===== src/rtl/emax_pkg.sv =====
package emax_pkg;
  localparam int unsigned DEF_N_CAND = 101;
  localparam int unsigned DEF_COEF_W = 18;

  function automatic int unsigned idx_bits(input int unsigned n);
    return (n < 2) ? 1 : $clog2(n);
  endfunction
endpackage


===== src/rtl/emax_stage.sv =====
// Input stage: squares and sums the coefficient, looks up its support bit
// and registers everything the comparator needs one cycle later.
module emax_stage #(
  parameter int unsigned N_CAND = 101,
  parameter int unsigned COEF_W = 18,
  parameter int unsigned IDX_W  = 7,
  parameter int unsigned EN_W   = 37
) (
  input  logic                     clk,
  input  logic                     rst_n,
  input  logic                     take_beat,
  input  logic signed [COEF_W-1:0] re,
  input  logic signed [COEF_W-1:0] im,
  input  logic [IDX_W-1:0]         idx,
  input  logic                     is_first,
  input  logic                     is_end,
  input  logic [N_CAND-1:0]        mask,
  output logic                     s_valid,
  output logic [EN_W-1:0]          s_energy,
  output logic [IDX_W-1:0]         s_idx,
  output logic                     s_skip,
  output logic                     s_first,
  output logic                     s_end,
  output logic [N_CAND-1:0]        s_mask
);
  logic signed [2*COEF_W-1:0] re_sq;
  logic signed [2*COEF_W-1:0] im_sq;
  logic [EN_W-1:0]            energy;

  always_comb begin
    re_sq  = re * re;
    im_sq  = im * im;
    energy = EN_W'($unsigned(re_sq)) + EN_W'($unsigned(im_sq));
  end

  always_ff @(posedge clk) begin
    if (!rst_n) begin
      s_valid  <= 1'b0;
      s_energy <= '0;
      s_idx    <= '0;
      s_skip   <= 1'b0;
      s_first  <= 1'b0;
      s_end    <= 1'b0;
      s_mask   <= '0;
    end else begin
      s_valid <= take_beat;
      if (take_beat) begin
        s_energy <= energy;
        s_idx    <= idx;
        s_skip   <= mask[idx];
        s_first  <= is_first;
        s_end    <= is_end;
        s_mask   <= mask;
      end
    end
  end
endmodule


===== src/rtl/emax_track.sv =====
// Running maximum over eligible candidates; publishes the result on the
// closing beat of a pass.
module emax_track #(
  parameter int unsigned N_CAND = 101,
  parameter int unsigned IDX_W  = 7,
  parameter int unsigned EN_W   = 37
) (
  input  logic              clk,
  input  logic              rst_n,
  input  logic              s_valid,
  input  logic [EN_W-1:0]   s_energy,
  input  logic [IDX_W-1:0]  s_idx,
  input  logic              s_skip,
  input  logic              s_first,
  input  logic              s_end,
  input  logic [N_CAND-1:0] s_mask,
  output logic              res_done,
  output logic [IDX_W-1:0]  res_idx,
  output logic              res_none,
  output logic [N_CAND-1:0] res_mask
);
  logic [EN_W-1:0]   best_e;
  logic [IDX_W-1:0]  best_idx;
  logic              best_ok;
  logic              eligible;
  logic              take;
  logic              nxt_ok;
  logic [EN_W-1:0]   nxt_e;
  logic [IDX_W-1:0]  nxt_idx;
  logic [N_CAND-1:0] pick_bits;

  always_comb begin
    eligible = !s_skip && (s_energy != '0);
    // strict greater-than keeps the earlier index on a tie
    take     = eligible && (s_first || !best_ok || (s_energy > best_e));
    nxt_ok   = take || (!s_first && best_ok);
    nxt_e    = take ? s_energy : best_e;
    nxt_idx  = take ? s_idx : best_idx;
  end

  for (genvar g = 0; g < N_CAND; g++) begin : g_pick
    assign pick_bits[g] = nxt_ok && (nxt_idx == IDX_W'(g));
  end

  always_ff @(posedge clk) begin
    if (!rst_n) begin
      best_e   <= '0;
      best_idx <= '0;
      best_ok  <= 1'b0;
      res_done <= 1'b0;
      res_idx  <= '0;
      res_none <= 1'b0;
      res_mask <= '0;
    end else begin
      res_done <= s_valid && s_end;
      if (s_valid) begin
        best_e   <= nxt_e;
        best_idx <= nxt_idx;
        best_ok  <= nxt_ok;
        if (s_end) begin
          res_idx  <= nxt_ok ? nxt_idx : '0;
          res_none <= !nxt_ok;
          res_mask <= s_mask | pick_bits;
        end
      end
    end
  end
endmodule


===== src/rtl/energy_argmax_sel.sv =====
module energy_argmax_sel
  import emax_pkg::*;
#(
  parameter  int unsigned N_CAND = DEF_N_CAND,
  parameter  int unsigned COEF_W = DEF_COEF_W,
  localparam int unsigned IDX_W  = idx_bits(N_CAND),
  localparam int unsigned EN_W   = 2 * COEF_W + 1
) (
  input  logic                     clk,
  input  logic                     rst_n,
  input  logic                     in_valid,
  output logic                     in_ready,
  input  logic signed [COEF_W-1:0] in_re,
  input  logic signed [COEF_W-1:0] in_im,
  input  logic                     in_last,
  input  logic [N_CAND-1:0]        supp_in,
  output logic                     res_done,
  output logic [IDX_W-1:0]         res_idx,
  output logic                     res_none,
  output logic [N_CAND-1:0]        res_mask
);
  logic             ready_q;
  logic [IDX_W-1:0] cnt;
  logic             accept;
  logic             beat_end;

  logic              s_valid;
  logic [EN_W-1:0]   s_energy;
  logic [IDX_W-1:0]  s_idx;
  logic              s_skip;
  logic              s_first;
  logic              s_end;
  logic [N_CAND-1:0] s_mask;

  assign in_ready = ready_q;
  assign accept   = in_valid && ready_q;
  assign beat_end = in_last || (cnt == IDX_W'(N_CAND - 1));

  always_ff @(posedge clk) begin
    if (!rst_n) begin
      ready_q <= 1'b0;
      cnt     <= '0;
    end else begin
      ready_q <= 1'b1;
      if (accept) cnt <= beat_end ? '0 : cnt + 1'b1;
    end
  end

  emax_stage #(
    .N_CAND(N_CAND), .COEF_W(COEF_W), .IDX_W(IDX_W), .EN_W(EN_W)
  ) u_stage (
    .clk      (clk),
    .rst_n    (rst_n),
    .take_beat(accept),
    .re       (in_re),
    .im       (in_im),
    .idx      (cnt),
    .is_first (cnt == '0),
    .is_end   (beat_end),
    .mask     (supp_in),
    .s_valid  (s_valid),
    .s_energy (s_energy),
    .s_idx    (s_idx),
    .s_skip   (s_skip),
    .s_first  (s_first),
    .s_end    (s_end),
    .s_mask   (s_mask)
  );

  emax_track #(
    .N_CAND(N_CAND), .IDX_W(IDX_W), .EN_W(EN_W)
  ) u_track (
    .clk     (clk),
    .rst_n   (rst_n),
    .s_valid (s_valid),
    .s_energy(s_energy),
    .s_idx   (s_idx),
    .s_skip  (s_skip),
    .s_first (s_first),
    .s_end   (s_end),
    .s_mask  (s_mask),
    .res_done(res_done),
    .res_idx (res_idx),
    .res_none(res_none),
    .res_mask(res_mask)
  );
endmodule


===== config.mk =====
export PLATFORM = sky130hd
export DESIGN_NAME = energy_argmax_sel
export DESIGN_NICKNAME = d
export VERILOG_FILES = /design/src/rtl/emax_pkg.sv /design/src/rtl/emax_stage.sv /design/src/rtl/emax_track.sv /design/src/rtl/energy_argmax_sel.sv
export SDC_FILE = /design/constraint.sdc
export NUM_CORES = 2
export LEC_CHECK = 0
export BUFFER_PORTS_ARGS = -buffer_cell sky130_fd_sc_hd__buf_2
export CAP_MARGIN = 20
export CORE_UTILIZATION = 45
export CTS_CLUSTER_DIAMETER = 40
export DETAILED_ROUTE_END_ITERATION = 8
export SLEW_MARGIN = 20
export SYNTH_ARGS = -nofsm -noshare
export SYNTH_HDL_FRONTEND = slang
export SYNTH_SLANG_ARGS = --single-unit

===== constraint.sdc =====
create_clock -name clk -period 23.6 [get_ports clk]
set_input_delay 3.54 -clock clk [delete_from_list [all_inputs] [get_ports clk]]
set_output_delay 3.54 -clock clk [all_outputs]
set_load 0.02 [all_outputs]

=== Yosys cells after proc, flatten, opt, wreduce, memory -nomap -nowiden ===
Cells that the tools add are included.

* Register bits after elaboration: 312
* Input port bits: 141
* Output and inout bits: 111
* Word-level logic and storage cells: 249

* $add $sub $neg: 2
* $mul: 2
* Order comparisons: 2
* Equality and inequality tests: 101
* Mux-type cells: 6
* Bitwise logic cells: 1
* Reduce and logical (&&, ||, !) cells: 119

{| class="wikitable"
|+ Operators with widths
! cell !! count
|-
| $eq A7 B7 Y1 const B || 38
|-
| $eq A7 B6 Y1 const B || 32
|-
| $eq A7 B5 Y1 const B || 16
|-
| $logic_and A1 B1 Y1 || 106
|-
| $or A101 B101 Y101 || 1
|-
| $mul A18 B18 Y36 || 2
|-
| $eq A7 B4 Y1 const B || 8
|-
| $add A36 B36 Y37 || 1
|-
| $gt A37 B37 Y1 || 1
|-
| $reduce_bool A37 Y1 || 1
|-
| $eq A7 B3 Y1 const B || 4
|-
| $mux W7 || 3
|-
| $eq A7 B2 Y1 const B || 2
|-
| $logic_not A7 Y1 || 2
|-
| $lt A7 B8 Y1 const B || 1
|-
| $add A7 B1 Y7 const B || 1
|-
| $bmux W1 S7 || 1
|-
| $eq A7 B1 Y1 const B || 1
|-
| $logic_not A1 Y1 || 4
|-
| $logic_or A1 B1 Y1 || 4
|-
| $reduce_and A2 Y1 || 2
|-
| $mux W1 || 2
|}

=== Longest topological paths before layout ===
* Depth after elaboration: 8
* Gate-level depth with buffers: 37
* Mapped depth without buffers: 35

=== Modules after synthesis ===
From an unflattened synthesis, not the netlist that was laid out.

* Cells, all modules: 4436
* Area, all modules: 39016.2 µm²

{| class="wikitable"
|+ Modules (own cells, without submodules)
! module !! instances !! cells an instance !! area each (µm²) !! seq. area each (µm²)
|-
| emax_stage || 1 || 3240 || 29672.2 || 2982.9
|-
| emax_track || 1 || 1152 || 8921.1 || 3103.0
|-
| energy_argmax_sel || 1 || 44 || 422.9 || 160.2
|}

=== Least setup slack after synthesis ===
OpenSTA, ideal clock, no wires.

* Path type: input-to-reg
* Start point: in in_im[5]
* End point: reg u_stage.s_energy[36]
* Library setup time: 134 ps
* Data arrival time: 10973 ps
* Data required time: 23466 ps
* Setup slack: 12493 ps
* Stages on the path: 29
* Path buffers: 2
* Path through: clkbuf_1 -> clkbuf_1 -> nand2_1 -> fa_1 -> fa_1 -> fa_1 -> inv_1 -> fa_1 -> fa_1 -> inv_1 -> fa_1 -> inv_1 -> ha_1 -> a211o_1 -> a21oi_1 -> nor3b_2 -> o21ai_1 -> a221o_1 -> o31ai_4 -> a21oi_1 -> or2_2 -> xor2_1 -> ha_1 -> a2111oi_0 -> nand2_1 -> o21ai_2 -> o21ai_2 -> a2111oi_2 -> nor4_1

* Word-level cells in the longest chain between the ends: 2

{| class="wikitable"
|+ Ends and longest elaborated chain
! element !! line !! source
|-
| start: declaration || energy_argmax_sel.sv:14 || <nowiki>input logic signed [COEF_W-1:0] in_im,</nowiki>
|-
| $mul A18 B18 Y36 || emax_stage.sv:32 || <nowiki>im_sq = im * im;</nowiki>
|-
| $add A36 B36 Y37 || emax_stage.sv:33 || <nowiki>energy = EN_W'($unsigned(re_sq)) + EN_W'($unsigned(im_sq));</nowiki>
|-
| end signal: assignment || emax_stage.sv:48 || <nowiki>s_energy <= energy;</nowiki>
|-
| end: declaration || emax_stage.sv:19 || <nowiki>output logic [EN_W-1:0] s_energy,</nowiki>
|}

No other way between the ends.
A chain may end at the register's enable or synchronous reset.

=== Worst setup path after layout ===
* Start point: in in_im[17]
* End point: reg u_stage.s_energy[36]

The elaborated chain is that of the path after synthesis.

==> key figures <==
Cells and area
  • Share of post-route cells with drive strength above 1: 9.891%
  • Commonest non-fill, non-tap cell in the layout: inv_1
  • Storage cell area: 0.006247 mm^2
  • Layout fillers: 7,966
  • Layout Nets: 5,396
  • Layout Area Growth over Synthesis: 9.039%
  • Area of the multi-input gates: 0.02703 mm^2
  • Most frequent cells in the layout: inv_1, nand2_1, fa_1

CTS
  • CTS Buf Count: 45
  • Worst-case clock buffer depth: 3
  • Reg clk slew, reported paths: 0.06 ns
  • Root Buffer: clkbuf_16
  • Setup Buffers After CTS: 0
  • CTS sink cnt: 312
  • CTS tree: built
  • CTS resizes: 0
  • Worst-skew pair later-pin latency: 0.58 ns
  • CTS Hold Bufs: 0
  • H-Tree Depth: 2

Placement
  • I/O Buffers: 251
  • HPWL after DPL: 74,860 um
  • Gpl congestion: 0.8573

Drt
  • DRC errors left: 0
  • Via density per instance: 5.197
  • Drt total wl: 95,710 um
  • Final ANT Viol Nets: 0
  • 1st-iter DRT viols: 1,666
  • DR WL/cell: 17.43 um
  • Pre-antenna DRT Iters: 5
  • DR vias: 28,530

Die
  • Core area: 0.08211 mm^2
  • Area of the die: 0.08418 mm^2
  • Io pins: 252
  • Starting Density: 45.50%
  • Die span in y: 290.1 um
  • Die X-Extent: 290.1 um
  • Rows: 105

Synthesis
  • Cell Area, Synth: 0.03736 mm^2
  • Distinct cells, synth: 82
  • Ys Warns: 0
  • Post-synth top flop: dfxtp_1
  • Asr flop ratio synth: 0%
  • EDFF count, synth: 0
  • Mapped Nets: 5,286
  • Syn Area/Cell: 8.741 um^2
  • Sequential share of the synthesized area: 16.72%
  • Seq cells post-synth: 312
  • Post-Synthesis Cells: 4,274

Critical path
  • Setup CP Type: primary input to flop
  • R2r endpoint: u_track.res_mask[4]
  • Setup crit end: u_stage.s_energy[36]
  • Required time at the worst-slack endpoint: 24.01 ns
  • Launch point of the worst reg-to-reg path: u_stage.s_energy[30]
  • Slowest CP cell: fa_1
  • Maximum fanout along the worst path: 22
  • Worst EP arrival: 11.72 ns
  • Reg2Reg Depth: 10
  • Worst reg2reg setup slack: 19.71 ns
  • Most frequent CP cell: inv_1
  • Critical path endpoint category: flop
  • Startpoint types: primary input
  • Worst Setup SP: in_im[17]
  • Critical Path Max Stage Delay: 0.66 ns

Job
  • Max cap viols: 0

STA
  • Setup Total Neg Slack: 0 ns
  • Minimum clock period: 11.31 ns
  • Max-slew violations: 0
  • Worst-Margin Slew: 1.083 ns
  • Max Clock Skew: 0.02485 ns
  • Hold Vio Cnt, Final: 0
  • Final setup viols: 0
  • Achievable Freq: 88.39 MHz
  • Tcrit/Tclk final: 47.94%
  • Slew HR: 27.52%
  • RSZ-0062 raised after global routing: no

Global route
  • Initial antenna violation count: 5
  • First-pass GRT wire length: 155,300 um
  • Largest net degree at the start of global routing: 121
  • Number of global-route vias before repair: 29,250
  • GRT Util Overall: 23.12%
  • Total grt overflow: 0

Outcome
  • Status: finished, final reports clean

Hold path
  • Worst Hold Class: flop to flop
-- cells in the mapped netlist, types with 7 or more instances --
master	n	share of area [%]
inv_1	871	8.8
nand2_1	644	6.5
fa_1	595	32
a21oi_1	418	5.6
dfxtp_1	312	17
ha_1	276	9.2
clkbuf_1	166	1.7
o21ai_0	133	1.8
nor2_1	126	1.3
and2_1	100	1.7
xnor2_1	83	1.9
a21o_1	54	1.1
nand2b_1	37	0.62
mux2i_1	35	0.94
nand3_1	33	0.44
xor2_1	33	0.77
mux4_2	32	1.9
nor3_1	23	0.31
o21a_1	23	0.46
nor2b_1	17	0.28
a211oi_1	15	0.30
buf_1	14	0.14
nand4_1	14	0.23
nor4_1	14	0.23
mux2i_4	13	0.78
nor3b_1	12	0.24
or3_1	11	0.18
and3_1	10	0.17
buf_4	9	0.18
nand3b_1	9	0.18
o211ai_1	9	0.18
o22ai_1	9	0.15
a31oi_1	8	0.13
a31o_2	7	0.16
mux2_2	7	0.21
o21bai_1	7	0.14
-- critical path: cells and delay by family --
family,cells,cell delay (ns)
fa+ha+maj,8,3.76
compound gates,8,1.97
xor+xnor,1,0.16
simple gates,6,1.10
buf+inv,8,1.18
-- how the worst min path moves through the flow --
stage	start	to	slack (ns)	cells after the start
6_report	u_stage.s_first	u_stage.s_first	0.45	2
4_1_cts	u_stage.s_mask[11]	u_stage.s_mask[11]	0.45	2
5_1_grt	u_stage.s_mask[11]	u_stage.s_mask[11]	0.47	2
2_1_floorplan	u_stage.s_first	u_stage.s_first	0.43	2
3_3_place_gp	u_stage.s_mask[49]	u_stage.s_mask[49]	0.44	2
3_5_place_dp	u_stage.s_mask[38]	u_stage.s_mask[38]	0.45	2
-- per-stage QoR --
step | area, um^2 | utilization (%) | cells | hold slack (ns) | setup WS, ns
finish | 40740 | 49.61 | 5491 | 0.4493 | 12.29
CTS | 40730 | 49.60 | 5488 | 0.4538 | 12.31
global route | 40740 | 49.61 | 5491 | 0.4678 | 11.67
floorplan | 37360 | - | 4274 | 0.4268 | 12.49
global placement | 39230 | 47.77 | 5407 | 0.4414 | 11.87
detailed placement | 39230 | 47.77 | 5407 | 0.4463 | 11.72
-- registers in the layout, summed over array words and instances, names as in the netlist, 7 cells and up --
| signal | cells |
|---|---|
| u_stage.s_mask | 101 |
| u_track.res_mask | 101 |
| u_stage.s_energy | 37 |
| u_track.best_e | 37 |
| cnt | 7 |
| u_stage.s_idx | 7 |
| u_track.best_idx | 7 |
| u_track.res_idx | 7 |
-- cells by family after synthesis --
| group | synth area share (%) |
|---|---|
| adders and majority gates | 41.13 |
| and+or+nand+nor | 12.84 |
| DFF | 16.72 |
| buffers and inverters | 11.00 |
| muxes | 3.935 |
| xor gates and xnor gates | 2.719 |
| AOI/OAI and AO/OA | 11.66 |
-- layer usage --
metal  GRT usage, %  up-vias  part of all wire [%]
met5              0        -                  0.11
met4          8.005        6                   3.6
met3          2.872      188                   4.7
met2          40.25      676                    49
met1          29.53    14080                    42
li1               -    13580                     -
-- layout make-up --
class	count	share of cell area [%]
clock buffers	52	2.952
repair buffers	261	3.274
inverters	872	8.047
flip-flops and latches	312	15.34
well taps	1070	3.286
clock inverters	29	0.7402
multi-input cells	2892	66.35
diodes	3	0.01843
Power is left out: the tool's default activity adds up to more than one toggle a clock period on the data nets, which glitch-free logic cannot reach.
